## src/rtl/pcs_pkg.sv

```systemverilog
package pcs_pkg;
  localparam int CODE_W = 3;
  localparam int GAIN_W = CODE_W - 1;
  localparam int NUM_CH = 2;

  typedef struct packed {
    logic [GAIN_W-1:0] gain;
    logic              slave;
    logic              mono;
    logic [NUM_CH-1:0] ch_mask;
  } pcs_cfg_t;

  function automatic pcs_cfg_t pcs_decode(input logic [CODE_W-1:0] code,
                                          input logic [NUM_CH-1:0] gnd);
    pcs_cfg_t c;
    c.gain  = code[GAIN_W-1:0];
    c.slave = code[CODE_W-1];
    if ($countones(gnd) == 1) begin
      c.mono    = 1'b1;
      c.ch_mask = ~gnd;
    end else begin
      c.mono    = 1'b0;
      c.ch_mask = '1;
    end
    return c;
  endfunction
endpackage

```

## src/rtl/pcs_startup_timer.sv

```systemverilog
module pcs_startup_timer #(
  parameter int CYCLES = 5000000
) (
  input  logic clk,
  input  logic rst_n,
  input  logic pwr_good,
  input  logic shutdown_n,
  input  logic armed,
  output logic capture,
  output logic done_q
);
  localparam int CNT_W = (CYCLES > 1) ? $clog2(CYCLES) : 1;
  localparam logic [CNT_W-1:0] LAST = CNT_W'(CYCLES - 1);

  logic [CNT_W-1:0] cnt_q;
  logic             run;

  assign run     = pwr_good && shutdown_n && armed;
  assign capture = run && (cnt_q == LAST);

  always_ff @(posedge clk or negedge rst_n) begin
    if (!rst_n) begin
      cnt_q  <= '0;
      done_q <= 1'b0;
    end else begin
      done_q <= capture;
      if (!run || capture) cnt_q <= '0;
      else                 cnt_q <= cnt_q + 1'b1;
    end
  end


  done_single_chk: assert property (@(posedge clk) disable iff (!rst_n)
    done_q |=> !done_q);


  window_restart_chk: assert property (@(posedge clk) disable iff (!rst_n)
    (armed && !shutdown_n) |=> (cnt_q == '0 && !done_q));
endmodule

```

## src/rtl/pcs_cfg_latch.sv

```systemverilog
module pcs_cfg_latch
  import pcs_pkg::*;
(
  input  logic     clk,
  input  logic     rst_n,
  input  logic     pwr_good,
  input  logic     load,
  input  pcs_cfg_t cfg_in,
  output logic     valid_q,
  output pcs_cfg_t cfg_q
);
  always_ff @(posedge clk or negedge rst_n) begin
    if (!rst_n) begin
      valid_q <= 1'b0;
      cfg_q   <= '0;
    end else if (!pwr_good) begin
      valid_q <= 1'b0;
      cfg_q   <= '0;
    end else if (load && !valid_q) begin
      valid_q <= 1'b1;
      cfg_q   <= cfg_in;
    end
  end


  cfg_frozen_chk: assert property (@(posedge clk) disable iff (!rst_n)
    (valid_q && pwr_good) |=> $stable(cfg_q));


  pg_clear_chk: assert property (@(posedge clk) disable iff (!rst_n)
    !pwr_good |=> (!valid_q && cfg_q == '0));
endmodule

```

## src/rtl/pcs_out_ctrl.sv

```systemverilog
module pcs_out_ctrl
  import pcs_pkg::*;
(
  input  logic              clk,
  input  logic              rst_n,
  input  logic              pwr_good,
  input  logic              shutdown_n,
  input  logic              valid,
  input  pcs_cfg_t          cfg,
  output logic [GAIN_W-1:0] gain_sel,
  output logic              slave_mode,
  output logic              sync_drive,
  output logic              mono_mode,
  output logic [NUM_CH-1:0] out_en
);
  logic [NUM_CH-1:0] en_q;

  always_ff @(posedge clk or negedge rst_n) begin
    if (!rst_n)                             en_q <= '0;
    else if (pwr_good && shutdown_n && valid) en_q <= cfg.ch_mask;
    else                                     en_q <= '0;
  end

  assign gain_sel   = valid ? cfg.gain  : '0;
  assign slave_mode = valid & cfg.slave;
  assign mono_mode  = valid & cfg.mono;
  assign sync_drive = valid & ~cfg.slave;
  assign out_en     = en_q;


  sd_mute_chk: assert property (@(posedge clk) disable iff (!rst_n)
    !shutdown_n |=> (out_en == '0));


  mono_one_ch_chk: assert property (@(posedge clk) disable iff (!rst_n)
    mono_mode |-> ($countones(out_en) <= 1));
endmodule

```

## src/rtl/pwrup_cfg_seq.sv

```systemverilog
module pwrup_cfg_seq
  import pcs_pkg::*;
#(
  parameter int STARTUP_CYCLES = 5000000
) (
  input  logic              clk,
  input  logic              rst_n,
  input  logic [CODE_W-1:0] strap_code,
  input  logic              shutdown_n,
  input  logic [NUM_CH-1:0] ch_gnd,
  input  logic              pwr_good,
  output logic [GAIN_W-1:0] gain_sel,
  output logic              slave_mode,
  output logic              sync_drive,
  output logic              mono_mode,
  output logic [NUM_CH-1:0] out_en,
  output logic              startup_done
);
  logic     capture;
  logic     cfg_valid;
  pcs_cfg_t cfg_next;
  pcs_cfg_t cfg_held;

  assign cfg_next = pcs_decode(strap_code, ch_gnd);

  pcs_startup_timer #(.CYCLES(STARTUP_CYCLES)) u_timer (
    .clk        (clk),
    .rst_n      (rst_n),
    .pwr_good   (pwr_good),
    .shutdown_n (shutdown_n),
    .armed      (!cfg_valid),
    .capture    (capture),
    .done_q     (startup_done)
  );

  pcs_cfg_latch u_latch (
    .clk      (clk),
    .rst_n    (rst_n),
    .pwr_good (pwr_good),
    .load     (capture),
    .cfg_in   (cfg_next),
    .valid_q  (cfg_valid),
    .cfg_q    (cfg_held)
  );

  pcs_out_ctrl u_out (
    .clk        (clk),
    .rst_n      (rst_n),
    .pwr_good   (pwr_good),
    .shutdown_n (shutdown_n),
    .valid      (cfg_valid),
    .cfg        (cfg_held),
    .gain_sel   (gain_sel),
    .slave_mode (slave_mode),
    .sync_drive (sync_drive),
    .mono_mode  (mono_mode),
    .out_en     (out_en)
  );


  en_after_done_chk: assert property (@(posedge clk) disable iff (!rst_n)
    (startup_done && shutdown_n && pwr_good) |=> (out_en != '0));


  pg_drop_quiet_chk: assert property (@(posedge clk) disable iff (!rst_n)
    !pwr_good |=> (out_en == '0 && !startup_done && !sync_drive));


  sync_dir_chk: assert property (@(posedge clk) disable iff (!rst_n)
    sync_drive |-> !slave_mode);
endmodule

```

## config.mk

```make
export PLATFORM = sky130hd
export DESIGN_NAME = pwrup_cfg_seq
export DESIGN_NICKNAME = d
export VERILOG_FILES = /design/src/rtl/pcs_pkg.sv /design/src/rtl/pcs_startup_timer.sv /design/src/rtl/pcs_cfg_latch.sv /design/src/rtl/pcs_out_ctrl.sv /design/src/rtl/pwrup_cfg_seq.sv
export SDC_FILE = /design/constraint.sdc
export NUM_CORES = 1
export LEC_CHECK = 0
export CAP_MARGIN = 0
export CORE_MARGIN = 5
export CORE_UTILIZATION = 35
export CTS_BUF_LIST = sky130_fd_sc_hd__clkbuf_4
export DETAILED_ROUTE_END_ITERATION = 8
export GPL_TIMING_DRIVEN = 0
export PLACE_DENSITY = 0.65
export SYNTH_ARGS = -nofsm -noshare
export SYNTH_HDL_FRONTEND = slang
export SYNTH_SLANG_ARGS = --single-unit
```

## constraint.sdc

```tcl
create_clock -name clk -period 2.67 [get_ports clk]
set_input_delay 0.267 -clock clk [delete_from_list [all_inputs] [get_ports clk]]
set_output_delay 0.267 -clock clk [all_outputs]
set_load 0.01 [all_outputs]
```

Yosys cells after proc, flatten, opt, wreduce, memory -nomap -nowiden
Cells that the tools add are included.

word-level totals
  input port bits = 9
  output and inout port bits = 8
  logic and storage cells = 34
  register bits after elaboration = 33

operators by class
  equality and inequality tests = 3
  multiplexer cells = 8
  $add $sub $neg = 2
  reductions and logical operators = 8
  bitwise logic cells = 5

operators with widths
  cell                                                             count
  23-bit by 1-bit adder with 23-bit output, second input constant  1
  23-bit == test, second input constant                            1
  23-bit 2-to-1 mux                                                1
  6-bit 2-to-1 mux                                                 2
  1-bit logical AND                                                5
  2-bit 2-to-1 mux                                                 2
  1-bit bitwise AND                                                3
  3-bit 2-to-1 mux                                                 1
  1-bit by 1-bit adder with 2-bit output                           1
  2-bit by 1-bit == test with 1-bit output, second input constant  1
  1-bit zero test                                                  2
  1-bit 2-to-1 mux                                                 2
  2-bit by 1-bit != test with 1-bit output, second input constant  1
  2-bit NOT                                                        1
  1-bit logical OR                                                 1
  1-bit NOT                                                        1

Depth between registers and ports, before layout
Gate-level depths: netlist of the first run.

  depth after elaboration = 6
  gate-level depth with buffers = 6

Hierarchy
From an unflattened synthesis of the first run, not the netlist that was laid out.

second synthesis, totals
  cell total of the unflattened synthesis = 172
  area, all modules = 1732.9 um^2

by module, submodules not included
  module             cells each  instances  area each (um^2)
  pcs_startup_timer  126         1          1266.2
  pcs_cfg_latch      29          1          320.3
  pcs_out_ctrl       9           1          98.8
  pwrup_cfg_seq      8           1          47.5

Least setup slack after synthesis of the first run
OpenSTA, ideal clock, no wires.

  kind = reg2reg
  start = reg u_timer.cnt_q[15]
  end = reg u_latch.cfg_q[0] (netlist bit)
  period minus slack after synthesis = 2.238 ns
  setup time = 0.123 ns
  setup slack = 0.432 ns
  arrival time = 2.115 ns
  stages on the path, launching flop included = 6
  cells stage by stage = dfrtp_1 or4b_1 or4_1 or4_4 buf_6 mux2i_1

on the way
  word-level cells in the longest chain between the ends = 4

ends and longest elaborated chain
  what                                                       RTL line                 text
  start, declared                                            pcs_startup_timer.sv:15  logic [CNT_W-1:0] cnt_q;
  start signal, assigned                                     pcs_startup_timer.sv:28  else cnt_q <= cnt_q + 1'b1;
  23-bit == test                                             pcs_startup_timer.sv:19  assign capture = run && (cnt_q == LAST);
  1-bit logical AND                                          pcs_startup_timer.sv:19
  1-bit logical AND                                          pcs_cfg_latch.sv:19      end else if (load && !valid_q) begin
  2-bit by 1-bit != test with 1-bit output (no source line)  -
  end signal, assigned                                       pcs_cfg_latch.sv:21      cfg_q <= cfg_in;
  end, declared                                              pcs_cfg_latch.sv:10      output pcs_cfg_t cfg_q

No other way between the ends.
A chain may end at the register's enable or synchronous reset.

Worst setup path in the final report of the first run
  start = reg u_timer.cnt_q[15]
  end = reg u_timer.cnt_q[16]

on the way
  word-level cells in the longest chain between the ends = 4
  elaborated cells between the ends (all ways) = 5
  those cells by class = 1 x add/sub; 1 x eq/ne; 1 x mux; 2 x reduce/logical

ends and longest elaborated chain
  what                                                                                              RTL line                 text
  parallel branches: the longest is 3 deep, another holds 23-bit by 1-bit adder with 23-bit output  -
  23-bit 2-to-1 mux *                                                                               pcs_startup_timer.sv:27  if (!run || capture) cnt_q <= '0;

Every way passes the cells marked *.

==> flow_summary.yaml, run 1 <==
outcome:
  outcome: "finished, violations left"
  violations: "hold timing"
floorplanning:
  core_area_um2: 4440
  rows: 24
  ios: 17
  die_x_um: 78.4
  die_y_um: 78.4
  die-area_um2: 6140
  start_util: 0.368
detailed_routing:
  viasPerCell: 5.14
  drt-total-wl_um: 3100
  antenna_left: 0
  wl_per_cell_um: 12.7
  drc: 0
  dr.pass1.iters: 4
  vias: 1253
  first_iter_violations: 51
grt:
  grt_max_degree: 34
  overflow: 0
  grt_pass1_wl_um: 5400
  grt_pass1_vias: 1172
  antenna_found_initial: 0
  track_usage: 0.109
clock_network:
  ctsLongestPathBuffers: 2
  cts_root_buffer: "clkbuf_4"
  postCtsSetupRepairBufs: 0
  cts.sinks: 33
  htreeDepth: 2
  cts_resized: 0
  cts_tree: "done"
  numCtsBuffers: 5
  cts-hold-fix-buffers: 0
  clkTransAtPathRegs_ps: 100
  clk_latency_ps: 320
synth:
  ys_warn_count: 0
  synth_top_cell_area_share: 0.505
  yosysSeqAreaShare: 0.505
  synth_area_leader_cell: "dfrtp_1"
  syn_area_per_cell_um2: 9.68
  synth.distinct_cells: 28
  ys_ff_latch: 33
  ys_top_cells_by_area: "dfrtp_1 50%, xnor2_1 6.4%, nor2_1 5.0%, nand2_1 4.1%, mux2i_1 3.7%"
  syn_inst: 169
  synth_nets: 181
  syn-cell-area_um2: 1640
placed_design:
  place_area_um2: 1850
  routabilityCongestion: 0.804
  dpl.hpwl_um: 2210
  pre_cts_slack_ps: 201
  io_buffers: 15
finish:
  area_growth_syn_to_layout_pct: 15.9
  fillCellCount: 455
  multi_input_area_um2: 748
  drive_above_1_share: 0.0677
  final_common_cell: "dfrtp_1"
  final_cell_mix: "33 x dfrtp_1, 22 x nor2_1, 18 x nand2_1"
  final_nets: 203
  num_antenna_cells: 0
  final_cell_area_um2: 1900
  register_area_um2: 826
power_and_ir_drop:
  p_per_area_nw_per_um2: 420
  ir_drop_uv: 223
  power_frac_seq: 0.629
  clkPwrFrac: 0.325
  combPwrFrac: 0.045
  internal_power_mw: 0.609
  power_switching_mw: 0.188
  leakage_nw: 0.792
  swShare: 0.236
critical_path:
  critPathLaunchType: "flop"
  crit_type: "reg2reg"
  crit_fanout: 10
  arrival_ps: 2690
  cp.required_ps: 2890
  critical_path.endpoint_type: "flop"
sta:
  finClkSkew_ps: 8.47
  tightest_slew_ps: 720
  layout_worst_path_cycle_share: 0.925
  setup_tns_ps: 0
  whs_ps: -12.9
  finalCriticalPeriod_ps: 2470
  finalWorstSetupSlack_ps: 199
  grt_setup_unrepaired: "false"
  drv_slew: 0
  finalHoldViolCount: 33
  finalSetupViolCount: 0
  slew_headroom: 0.520
  fmax_mhz: 405
job:
  maxCapViolations: 0
hold_path:
  hp-class: "in2async"
[final cells by class]
class	instances	area share
Clock buffer	5	0.0198
Clock inverter	3	0.00660
Buffer	7	0.0191
Tap cell	52	0.0343
Multi-Input combinational cell	122	0.394
Timing Repair Buffer	15	0.0765
Inverter	7	0.0139
Sequential cell	33	0.435
[synth_stat cells]
master / count
a21oi_1: 6
and2_1: 4
and3_2: 1
and4_1: 2
buf_2: 2
buf_6: 1
clkbuf_1: 4
dfrtp_1: 33
ha_1: 3
inv_1: 7
mux2i_1: 6
nand2_1: 18
nand3_1: 6
nand3b_1: 1
nand4_1: 8
nor2_1: 22
nor2b_1: 1
nor3_1: 2
nor4_1: 6
o21ai_0: 4
o31ai_1: 3
or2_2: 1
or3_1: 4
or4_1: 7
or4_4: 1
or4b_1: 1
xnor2_1: 12
xor2_1: 3
[registers in the layout, summed over array words and instances, names as in the netlist]
name / count
u_latch.valid_q: 1
u_latch.cfg_q: 6
u_out.out_en: 2
u_timer.done_q: 1
u_timer.cnt_q: 23
[stage by stage]
step	std cells	total power, mW	hold WS [ps]	utilization
after global routing	244	0.835	58.4	0.427
final	244	0.798	-12.9	0.427
after detailed placement	236	0.550	385	0.416
after CTS	244	0.810	23.2	0.427
after floorplan	169	0.525	-28.6	-
after global placement	236	0.550	453	0.417
[per-layer routing]
layer | GRT usage | wire (µm) | vias up
li1 | - | - | 638
met1 | 0.142 | 1430 | 587
met2 | 0.176 | 1480 | 24
met3 | 0.0309 | 162 | 4
met4 | 0.0367 | 29 | 0
met5 | 0 | 0 | -
[worst max-delay path, stage by stage, from the launching register on]
cell,delay [ps]
dfrtp_1,460
or4b_1,550
or4_1,480
o31ai_1,480
buf_2,320
nor2_1,80
[kinds of logic (layout without fill, tap and decap cells)]
kind of cell	Yosys count	after routing	share of synthesized area
flops	33	33	0.505
xor+xnor	15	15	0.0803
fa+ha+maj	3	3	0.0229
simple gates	85	85	0.273
buf+inv	14	37	0.0382
mux	6	6	0.0367
compound gates	13	13	0.0443
[path summary, 6_finish.rpt]
kind | start | end | slack [ps] | cells after the start
setup / recovery | u_timer.cnt_q[15] | u_timer.cnt_q[16] | 200 | 5
setup reg to reg | u_timer.cnt_q[15] | u_timer.cnt_q[16] | 200 | 5
hold / removal | rst_n | u_timer.cnt_q[5] | -10 | 1
max in group asynchronous | rst_n | u_latch.cfg_q[5] | 2220 | 1
hold reg to reg | u_timer.cnt_q[0] | u_timer.cnt_q[0] | 480 | 1
min in group clk | pwr_good | u_latch.valid_q | 300 | 3
[power groups by stage]
stage | sequential [mW] | clock, mW | combinational (mW)
after global routing | 0.502 | 0.290 | 0.0431
after floorplan | 0.512 | 0 | 0.0132
final | 0.502 | 0.259 | 0.0362
after detailed placement | 0.512 | 0 | 0.0381
after CTS | 0.502 | 0.270 | 0.0384
after global placement | 0.512 | 0 | 0.0385
Power figures use the tool's default switching activity.
==> run 2, diff against run 1 <==
Settings changed: CTS_BUF_LIST sky130_fd_sc_hd__clkbuf_4 to sky130_fd_sc_hd__clkbuf_16, CTS_CLUSTER_SIZE from default to 12, TNS_END_PERCENT from default to 10.
==> run 2 against run 1 <==
  * The flow now finishes without violations
  * Global-route usage increased by 0.32 points
  * Clock power increased by 110%
  * Final area increased by 4.6%
  * Power increased by 34%
  * Count of clock-buffer cells in the layout unchanged
  * Sequential power about the same
  * Critical path depth unchanged
  * Worst hold slack improved by 69 ps
  * Clock skew decreased by 6.0 ps
  * Routed wire length increased by 2.1%
  * Fmax about the same
  * Core utilization increased by 2.0 points
==> flow_summary.yaml, run 2 (synthesis results as in run 1) <==
grt:
  grt_max_degree: 34
  overflow: 0
  antenna_found_initial: 0
  track_usage: 0.113
  grt_pass1_vias: 1171
  grt_pass1_wl_um: 5460
floorplanning:
  ios: 17
  die_y_um: 78.4
  start_util: 0.368
  core_area_um2: 4440
  rows: 24
  die-area_um2: 6140
  die_x_um: 78.4
finish:
  area_growth_syn_to_layout_pct: 21.3
  multi_input_area_um2: 748
  fillCellCount: 442
  stdcell_count: 244
  final_nets: 203
  regMostFlops: "u_timer.cnt_q"
  num_antenna_cells: 0
  drive_above_1_share: 0.0677
  register_area_um2: 826
  final_common_cell: "dfrtp_1"
  final_cell_mix: "33 x dfrtp_1, 22 x nor2_1, 18 x nand2_1"
  largest_register_ffs: 23
power_and_ir_drop:
  clkPwrFrac: 0.496
  combPwrFrac: 0.034
  swShare: 0.205
  power_frac_seq: 0.470
  power_switching_mw: 0.219
  internal_power_mw: 0.852
  leakage_nw: 0.830
  ir_drop_uv: 221
  p_per_area_nw_per_um2: 540
clock_network:
  htreeDepth: 2
  cts-hold-fix-buffers: 0
  postCtsSetupRepairBufs: 0
  numCtsBuffers: 5
  ctsLongestPathBuffers: 2
  clkTransAtPathRegs_ps: 50
  cts_resized: 0
  clk_latency_ps: 270
  cts_tree: "done"
  cts_root_buffer: "clkbuf_16"
  cts.sinks: 33
detailed_routing:
  vias: 1261
  dr.pass1.iters: 4
  drt-total-wl_um: 3160
  first_iter_violations: 43
  viasPerCell: 5.17
  antenna_left: 0
  drc: 0
  wl_per_cell_um: 13.0
critical_path:
  r2r_start: "u_timer.cnt_q[15]"
  cp.required_ps: 2830
  cp_cell_sequence: "or4b_1 -> or4_1 -> o31ai_1 -> buf_2 -> nor2_1"
  critPathLaunchType: "flop"
  crit_fanout: 10
  critPathSlowestCell: "or4b_1"
  rr_worst_depth: 5
  crit_type: "reg2reg"
  arrival_ps: 2630
  slowest_delay_ps: 550
  rrSetupSlack_ps: 200
  critical_path.endpoint_type: "flop"
  reg2reg_to: "u_timer.cnt_q[15]"
placed_design:
  routabilityCongestion: 0.804
  io_buffers: 15
  dpl.hpwl_um: 2210
  place_inst: 236
sta:
  grt_setup_unrepaired: "false"
  tightest_slew_ps: 735
  finClkSkew_ps: 2.52
  setup_tns_ps: 0
  drv_slew: 0
  finalHoldViolCount: 0
  layout_worst_path_cycle_share: 0.925
  slew_headroom: 0.510
  fmax_mhz: 405
  finalSetupViolCount: 0
  finalCriticalPeriod_ps: 2470
job:
  maxCapViolations: 0
outcome:
  outcome: "complete, no violations"
hold_path:
  hp-class: "in2async"
## run 2: per-stage QoR
step	cell area (µm²)	power, mW	util	worst slack [ps]	hold slack [ps]
2_1_floorplan	1640	0.525	-	432	-28.6
3_3_place_gp	1850	0.550	0.417	207	453
3_5_place_dp	1850	0.550	0.416	201	385
4_1_cts	1980	1.09	0.447	189	88.2
5_1_grt	1980	1.12	0.447	65.6	130
6_report	1980	1.07	0.447	200	56.5
## run 2: worst max path at each step
| stage | startpoint | endpoint | depth (start not counted) |
|---|---|---|---|
| after CTS | u_timer.cnt_q[15] | u_timer.cnt_q[9] | 5 |
| after detailed placement | u_timer.cnt_q[15] | u_timer.cnt_q[3] | 5 |
| final | u_timer.cnt_q[15] | u_timer.cnt_q[15] | 5 |
| after global placement | u_timer.cnt_q[15] | u_timer.cnt_q[4] | 5 |
| after floorplan | u_timer.cnt_q[15] | u_latch.cfg_q[0] | 5 |
| after global routing | u_timer.cnt_q[15] | u_timer.cnt_q[14] | 5 |
## run 2: per-layer routing
layer  up-vias  global-route usage  share of wire
met5         -                   0              0
met4         0              0.0420          0.017
met3         7              0.0412          0.044
met2        18               0.176           0.47
met1       598               0.143           0.47
li1        638                   -              -
## run 2: power by group through the flow
stage	sequential [mW]	combinational, mW	clock (mW)
after floorplan	0.512	0.0132	0
after global placement	0.512	0.0385	0
after detailed placement	0.512	0.0381	0
after CTS	0.503	0.0384	0.549
after global routing	0.503	0.0430	0.572
final	0.503	0.0365	0.531
## run 2: cell type report
type / instances / area share
clock inverters: 3 / 0.00631
well taps: 52 / 0.0328
clock buffers: 5 / 0.0631
repair buffers: 15 / 0.0731
plain buffers: 7 / 0.0183
inverters: 7 / 0.0132
flip-flops and latches: 33 / 0.416
multi-input cells: 122 / 0.377
## run 2: worst max-delay path: cells and delay by family (launching register included)
family	cells	cell delay [ps]
AO/OA/AOI/OAI	1	480
buffers and inverters	1	320
flip-flops	1	440
AND/OR/NAND/NOR	3	1110
